--- src/rtl/prog_pkg.sv ---
package prog_pkg;
    localparam int WORD_W  = 24;
    localparam int DAC_W   = 8;

    typedef enum logic [2:0] {
        W_MAIN,
        W_REFDAC,
        W_AUX,
        W_CTL,
        W_NONE
    } word_kind_t;

    typedef struct packed {
        logic        fmod;
        logic [2:0]  nf;
        logic [15:0] nmain;
    } main_t;

    typedef struct packed {
        logic [9:0] nref;
        logic [1:0] sel_main;
        logic [1:0] sel_aux;
    } ref_t;

    typedef struct packed {
        logic [13:0] naux;
        logic [1:0]  cp;
        logic [1:0]  ld;
        logic        pwr_main;
        logic        pwr_aux;
    } aux_t;

    typedef struct packed {
        logic [7:0] att;
        logic [1:0] mdiv;
        logic       ofs_en;
        logic       tx_mode;
        logic       amps;
        logic       txlo_on;
        logic       rclk_on;
        logic [5:0] test;
    } ctl_t;

    function automatic word_kind_t kind_of(input logic [WORD_W-1:0] w);
        case (w[23:22])
            2'b00:   return W_MAIN;
            2'b01:   return W_REFDAC;
            2'b10:   return W_AUX;
            default: return w[21] ? W_NONE : W_CTL;
        endcase
    endfunction

    function automatic main_t main_of(input logic [WORD_W-1:0] w);
        return main_t'(w[21:2]);
    endfunction

    function automatic ref_t ref_of(input logic [WORD_W-1:0] w);
        return ref_t'(w[21:8]);
    endfunction

    function automatic logic [DAC_W-1:0] dac_of(input logic [WORD_W-1:0] w);
        return w[DAC_W-1:0];
    endfunction

    function automatic aux_t aux_of(input logic [WORD_W-1:0] w);
        return aux_t'(w[21:2]);
    endfunction

    function automatic ctl_t ctl_of(input logic [WORD_W-1:0] w);
        return ctl_t'(w[20:0]);
    endfunction
endpackage

--- src/rtl/prog_shift_in.sv ---
module prog_shift_in
    import prog_pkg::*;
#(
    parameter int W = WORD_W
) (
    input  logic         clk,
    input  logic         rst,
    input  logic         ser_clk,
    input  logic         ser_data,
    input  logic         ser_strobe,
    output logic [W-1:0] word_o,
    output logic         stb_rise_o
);
    logic sclk_q;
    logic stb_q;
    logic sclk_rise;

    assign sclk_rise  = ser_clk & ~sclk_q;
    assign stb_rise_o = ser_strobe & ~stb_q;

    always_ff @(posedge clk) begin
        if (rst) begin
            sclk_q <= 1'b0;
            stb_q  <= 1'b0;
            word_o <= '0;
        end else begin
            sclk_q <= ser_clk;
            stb_q  <= ser_strobe;
            if (sclk_rise && !ser_strobe)
                word_o <= {ser_data, word_o[W-1:1]};
        end
    end
endmodule

--- src/rtl/prog_main_commit.sv ---
module prog_main_commit
    import prog_pkg::*;
#(
    parameter int DEF_NMAIN = 512,
    parameter int DEF_FDAC  = 0
) (
    input  logic             clk,
    input  logic             rst,
    input  logic             strobe,
    input  logic             stb_rise,
    input  logic             is_main,
    input  logic             dac_load,
    input  logic [DAC_W-1:0] dac_in,
    input  main_t            new_main,
    input  logic             div_sync,
    output main_t            main_q,
    output logic [DAC_W-1:0] fdac_q,
    output logic             speedup
);
    localparam main_t MAIN_RST = main_t'({1'b0, 3'b000, 16'(DEF_NMAIN)});

    logic             pending;
    logic [DAC_W-1:0] dac_stage;

    always_ff @(posedge clk) begin
        if (rst) begin
            main_q    <= MAIN_RST;
            fdac_q    <= DAC_W'(DEF_FDAC);
            dac_stage <= DAC_W'(DEF_FDAC);
            pending   <= 1'b0;
            speedup   <= 1'b0;
        end else begin
            if (dac_load)
                dac_stage <= dac_in;
            if (!strobe) begin
                pending <= 1'b0;
                speedup <= 1'b0;
            end else if (stb_rise) begin
                pending <= is_main;
                speedup <= is_main;
            end else if (pending && div_sync) begin
                main_q  <= new_main;
                fdac_q  <= dac_stage;
                pending <= 1'b0;
            end
        end
    end
endmodule

--- src/rtl/prog_lock_sel.sv ---
module prog_lock_sel (
    input  logic [1:0] sel,
    input  logic       lock_main,
    input  logic       lock_aux,
    input  logic       lock_ofs,
    input  logic       en_main,
    input  logic       en_aux,
    input  logic       en_ofs,
    output logic       lock_o
);
    logic ok_main, ok_aux, ok_ofs;

    assign ok_main = lock_main | ~en_main;
    assign ok_aux  = lock_aux  | ~en_aux;
    assign ok_ofs  = lock_ofs  | ~en_ofs;

    always_comb begin
        case (sel)
            2'b00:   lock_o = ok_main & ok_aux & ok_ofs;
            2'b01:   lock_o = ok_main & ok_aux;
            2'b10:   lock_o = ok_main;
            default: lock_o = ok_aux;
        endcase
    end
endmodule

--- src/rtl/prog_serial_regs.sv ---
module prog_serial_regs
    import prog_pkg::*;
#(
    parameter int DEF_NMAIN = 512,
    parameter int DEF_NREF  = 4,
    parameter int DEF_NAUX  = 128,
    parameter int DEF_FDAC  = 0
) (
    input  logic        clk,
    input  logic        rst,
    input  logic        ser_clk,
    input  logic        ser_data,
    input  logic        ser_strobe,
    input  logic        div_sync,
    input  logic        lock_main,
    input  logic        lock_aux,
    input  logic        lock_ofs,
    output logic        main_fmod,
    output logic [2:0]  main_nf,
    output logic [15:0] main_n,
    output logic [9:0]  ref_n,
    output logic [1:0]  ref_sel_main,
    output logic [1:0]  ref_sel_aux,
    output logic [7:0]  fdac,
    output logic [13:0] aux_n,
    output logic [1:0]  cp_ratio,
    output logic [1:0]  lock_sel,
    output logic        pwr_main,
    output logic        pwr_aux,
    output logic [7:0]  tx_atten,
    output logic [1:0]  offs_div,
    output logic        ofs_en,
    output logic        tx_mode,
    output logic        amps_sel,
    output logic        txlo_on,
    output logic        rclk_on,
    output logic [5:0]  test_bits,
    output logic        speedup,
    output logic        lock_out
);
    localparam ref_t REF_RST = ref_t'({10'(DEF_NREF), 4'b0000});
    localparam aux_t AUX_RST = aux_t'({14'(DEF_NAUX), 6'b000000});

    logic [WORD_W-1:0] word;
    logic              stb_rise;
    word_kind_t        kind;
    ref_t              ref_q;
    aux_t              aux_q;
    ctl_t              ctl_q;
    logic              ctl_guard;
    main_t             main_q;

    prog_shift_in #(.W(WORD_W)) u_shift (
        .clk        (clk),
        .rst        (rst),
        .ser_clk    (ser_clk),
        .ser_data   (ser_data),
        .ser_strobe (ser_strobe),
        .word_o     (word),
        .stb_rise_o (stb_rise)
    );

    assign kind = kind_of(word);

    always_ff @(posedge clk) begin
        if (rst) begin
            ref_q     <= REF_RST;
            aux_q     <= AUX_RST;
            ctl_q     <= '0;
            ctl_guard <= 1'b0;
        end else begin
            if (stb_rise && kind == W_REFDAC)
                ref_q <= ref_of(word);
            if (stb_rise && kind == W_AUX)
                aux_q <= aux_of(word);
            if (!ser_strobe) begin
                ctl_guard <= 1'b0;
            end else if (kind == W_CTL && !ctl_guard) begin
                ctl_q     <= ctl_of(word);
                ctl_guard <= 1'b1;
            end
        end
    end

    prog_main_commit #(
        .DEF_NMAIN (DEF_NMAIN),
        .DEF_FDAC  (DEF_FDAC)
    ) u_main (
        .clk      (clk),
        .rst      (rst),
        .strobe   (ser_strobe),
        .stb_rise (stb_rise),
        .is_main  (kind == W_MAIN),
        .dac_load (stb_rise && kind == W_REFDAC),
        .dac_in   (dac_of(word)),
        .new_main (main_of(word)),
        .div_sync (div_sync),
        .main_q   (main_q),
        .fdac_q   (fdac),
        .speedup  (speedup)
    );

    prog_lock_sel u_lock (
        .sel       (aux_q.ld),
        .lock_main (lock_main),
        .lock_aux  (lock_aux),
        .lock_ofs  (lock_ofs),
        .en_main   (aux_q.pwr_main),
        .en_aux    (aux_q.pwr_aux),
        .en_ofs    (ctl_q.ofs_en),
        .lock_o    (lock_out)
    );

    assign main_fmod    = main_q.fmod;
    assign main_nf      = main_q.nf;
    assign main_n       = main_q.nmain;
    assign ref_n        = ref_q.nref;
    assign ref_sel_main = ref_q.sel_main;
    assign ref_sel_aux  = ref_q.sel_aux;
    assign aux_n        = aux_q.naux;
    assign cp_ratio     = aux_q.cp;
    assign lock_sel     = aux_q.ld;
    assign pwr_main     = aux_q.pwr_main;
    assign pwr_aux      = aux_q.pwr_aux;
    assign tx_atten     = ctl_q.att;
    assign offs_div     = ctl_q.mdiv;
    assign ofs_en       = ctl_q.ofs_en;
    assign tx_mode      = ctl_q.tx_mode;
    assign amps_sel     = ctl_q.amps;
    assign txlo_on      = ctl_q.txlo_on;
    assign rclk_on      = ctl_q.rclk_on;
    assign test_bits    = ctl_q.test;
endmodule

--- config.mk ---
export PLATFORM = sky130hd
export DESIGN_NAME = prog_serial_regs
export DESIGN_NICKNAME = d
export VERILOG_FILES = /design/src/rtl/prog_pkg.sv /design/src/rtl/prog_shift_in.sv /design/src/rtl/prog_main_commit.sv /design/src/rtl/prog_lock_sel.sv /design/src/rtl/prog_serial_regs.sv
export SDC_FILE = /design/constraint.sdc
export NUM_CORES = 1
export LEC_CHECK = 0
export ABC_CLOCK_PERIOD_IN_PS = 1260
export BUFFER_PORTS_ARGS = -buffer_cell sky130_fd_sc_hd__buf_2
export CAP_MARGIN = 20
export CORE_UTILIZATION = 42
export DETAILED_ROUTE_END_ITERATION = 8
export GPL_TIMING_DRIVEN = 0
export PLACE_DENSITY = 0.69
export REMOVE_ABC_BUFFERS = 1
export SLEW_MARGIN = 20
export SYNTH_ARGS = -nofsm -noshare
export SYNTH_HDL_FRONTEND = slang
export SYNTH_SLANG_ARGS = --single-unit
--- constraint.sdc ---
create_clock -name clk -period 1.26 [get_ports clk]
set_clock_uncertainty 0.2 [all_clocks]
set_input_delay 0.063 -clock clk [delete_from_list [all_inputs] [get_ports clk]]
set_output_delay 0.063 -clock clk [all_outputs]
set_load 0.05 [all_outputs]
==> impl_metrics.py <==
metrics = {
    "synthesis": {
        "synthXorXnorAreaFrac_pct": 0,
        "synthSimpleGateAreaFrac_pct": 25.7,
        "netlist_area_mm2": 0.00446,
        "syn-instance-count": 530,
        "ys_warn_count": 0,
        "synth.distinct_cells": 26,
        "synth_compound_area_share_pct": 11.0,
        "yosys.area_share.adder_pct": 0,
        "synth-seq-cells": 120,
        "synthMuxAreaShare_pct": 4.72,
        "syn_avg_cell_area_um2": 8.41,
        "yosysSeqAreaShare_pct": 53.9,
        "synth_top_family_by_area": "simple AND/OR/NAND/NOR gates",
    },
    "cells_and_area": {
        "fill_cells": 556,
        "fin_cells": 861,
        "areaGrowthSynthToFinish_pct": 89.6,
        "antenna_cells": 0,
        "final_cell_area_mm2": 0.00845,
        "nNetsFinal": 722,
        "multi_input_area_mm2": 0.00289,
        "fin_util_pct": 81.9,
        "drive_gt1_share_pct": 69.0,
        "seq_area_mm2": 0.00256,
    },
    "detailed_routing": {
        "ant_nets": 0,
        "vias": 4735,
        "drt-initial-drc-count": 264,
        "drcViolationCount": 0,
        "wl_mm": 18.2,
        "routedWlPerCell_um": 21.1,
        "drtPass1Iterations": 5,
        "viasPerCell": 5.50,
    },
    "placed_design": {
        "post-place-ws_ps": -778,
        "dp_hpwl_mm": 6.31,
        "routabilityCongestion": 0.695,
        "portBuffers": 93,
        "placed_cell_area_mm2": 0.00498,
        "place_inst": 725,
    },
    "power": {
        "cellPowerDensity_mw_per_mm2": 1120,
        "p_leak_nw": 3.02,
        "p_int_mw": 7.40,
        "comb_power_share_pct": 4.7,
        "sequentialPowerShare_pct": 40.1,
        "clock_power_share_pct": 55.3,
        "switching_share_pct": 21.8,
        "switching_power_mw": 2.06,
        "finalPower_mw": 9.46,
        "max-vdd-ir-drop_v": 0.000702,
    },
    "die": {
        "die_w_um": 105,
        "dieArea_mm2": 0.0110,
        "ios": 94,
        "start_util_pct": 43.2,
        "core_area_mm2": 0.0103,
        "die_h_um": 105,
        "rows": 37,
    },
    "setup_path": {
        "cp-end-kind": "output pin",
        "crit_required_ps": 1000,
        "cp_max_fo": 3,
        "startpoint_type": "register",
        "critical_path_arrival_ps": 1470,
        "critPathSlowestCell": "dfxtp_2",
        "crit_chain": "inv_2, o32ai_4, o21ai_2, buf_6",
        "critPathKind": "reg -> out",
        "timing.rr.start": "u_shift.stb_q",
        "critPathLaunch": "ofs_en",
        "timing.critical_path.slowest_cell_delay_ps": 360,
    },
    "timing": {
        "finalMaxSlewViolations": 0,
        "post-route-period-util_pct": 138,
        "period_needed_ps": 1730,
        "whs_ps": -41.7,
        "finalSetupTns_ps": -24270,
        "rsz0062_at_grt": "true",
        "setup_viol": 172,
        "fmaxAchievable_mhz": 577,
        "slew_headroom_pct": 40.5,
        "setup_slack_ps": -474,
        "worst_pin_slew_ps": 892,
        "hold_viol_final": 22,
    },
    "clock_network": {
        "cts_buffer_depth": 2,
        "ctsHoldBuffers": 3,
        "clockRootBuffer": "clkbuf_8",
        "htree_num_levels": 4,
        "clkTransAtPathRegs_ps": 60,
        "cts_tree": "yes",
        "clock-sinks": 120,
        "cts_buffers": 17,
        "clk_latency_ps": 510,
    },
    "global_routing": {
        "antenna_found_initial": 0,
        "grt_max_degree": 72,
        "globalRouteMet3Util_pct": 6.74,
        "use_met2_pct": 51.2,
        "first_global_vias": 4567,
        "grt_pass1_wl_mm": 25.0,
        "use_met1_pct": 36.5,
        "grt.busiest_layer": "met2",
        "grt.total_usage_pct": 29.9,
        "grt-ovfl-total": 0,
    },
    "status": {
        "status": "finished with violations",
        "violations": "hold timing, setup timing",
    },
    "min_path": {
        "hold_start": "rst",
        "hold_path.class": "in -> reg",
    },
    "flow_run": {
        "cap_viol_max_count": 0,
    },
}
==> per-layer routing <==
layer	up-vias	part of all wire, %
met2	202	51
met5	-	0
met3	54	6.2
li1	2142	-
met4	0	3.4
met1	2337	39
==> area by class of cell <==
type	instances	share of cell area (%)
Sequential cell	120	30.3
Clock buffer	19	5.11
Multi-Input combinational cell	386	34.2
Clock inverter	12	2.37
Timing Repair Buffer	184	25.9
Inverter	4	0.178
Tap cell	136	2.01
==> state kept, by name, indices dropped and copies added (netlist names), 6 cells and up <==
| name | cells |
|---|---|
| aux_n | 14 |
| ref_n | 10 |
| test_bits | 6 |
| tx_atten | 8 |
| u_main.dac_stage | 8 |
| u_main.fdac_q | 8 |
| u_main.main_q | 20 |
| u_shift.word_o | 24 |
==> cell families (layout without fill, tap and decap cells) <==
kind of cell           count (synthesis)  in the layout
multiplexers                          21             21
AND/OR/NAND/NOR                      251            268
AO/OA/AOI/OAI                         97             97
buffers and inverters                 41            219
flip-flops                           120            120
==> power by group through the flow <==
stage          Sequential [mW]  Combinational (mW)  Clock, mW
2_1_floorplan             3.91              0.0664          0
3_3_place_gp              3.90               0.177          0
3_5_place_dp              3.90               0.189          0
4_1_cts                   3.80               0.394       5.22
5_1_grt                   3.79               0.455       5.45
6_report                  3.79               0.441       5.23
==> placed cells by master (no fill, tap or decap), types with 7 or more instances in the layout <==
| master | Yosys | routed |
|---|---|---|
| a21oi_1 | 93 | 23 |
| a21oi_2 | 0 | 70 |
| and4bb_4 | 0 | 8 |
| buf_12 | 0 | 11 |
| buf_2 | 14 | 7 |
| buf_4 | 3 | 61 |
| buf_6 | 3 | 27 |
| buf_8 | 0 | 74 |
| clkbuf_16 | 0 | 16 |
| dfxtp_1 | 120 | 30 |
| dfxtp_2 | 0 | 71 |
| dfxtp_4 | 0 | 19 |
| mux2i_1 | 21 | 21 |
| nand2_1 | 189 | 91 |
| nand2_2 | 0 | 69 |
| nand2_4 | 0 | 29 |
| nand2b_1 | 44 | 43 |
==> Yosys cell counts (all sizes together) <==
cell type	number	area (um^2)
clkbuf	17	63.8
nand2b	44	275
a31oi	1	6.26
o22ai	1	6.26
nor2	2	7.51
inv	4	15.0
and4bb	2	25.0
and4	1	8.76
or3b	1	8.76
o21ai	1	5.00
nand4	1	12.5
a21oi	93	465
nand4b	1	8.76
dfxtp	120	2400
nand3b	5	37.5
o32ai	1	8.76
buf	20	126
nand2	189	709
mux2i	21	210
nand4bb	2	22.5
nor3b	1	18.8
nor2b	1	6.26
or3	1	6.26
==> worst max-delay path: cells and delay by family, from the launching register on <==
kind / cells / cell delay (ps)
compound gates: 2 / 380
flops: 1 / 360
buf+inv: 2 / 220
==> repair_timing <==
action / 4_1_cts / 5_1_grt
endpoints found under the setup margin: 200 / 202
cloned: 21 / 0
hold endpoints to repair: 73 / 24
buffers inserted: 59 / 31
resized for setup: 434 / 184
pin swaps: 111 / 82
==> path summary, 6_finish.rpt <==
check                           slack, ps  depth (start not counted)          endpoint
worst max register to register       -320                          5          aux_n[5]
worst max-delay path                 -470                          4          lock_out
worst min register to register        270                          2  u_main.main_q[3]
worst min-delay path                  -40                          2       cp_ratio[1]
(Power assumes the default switching activity.)
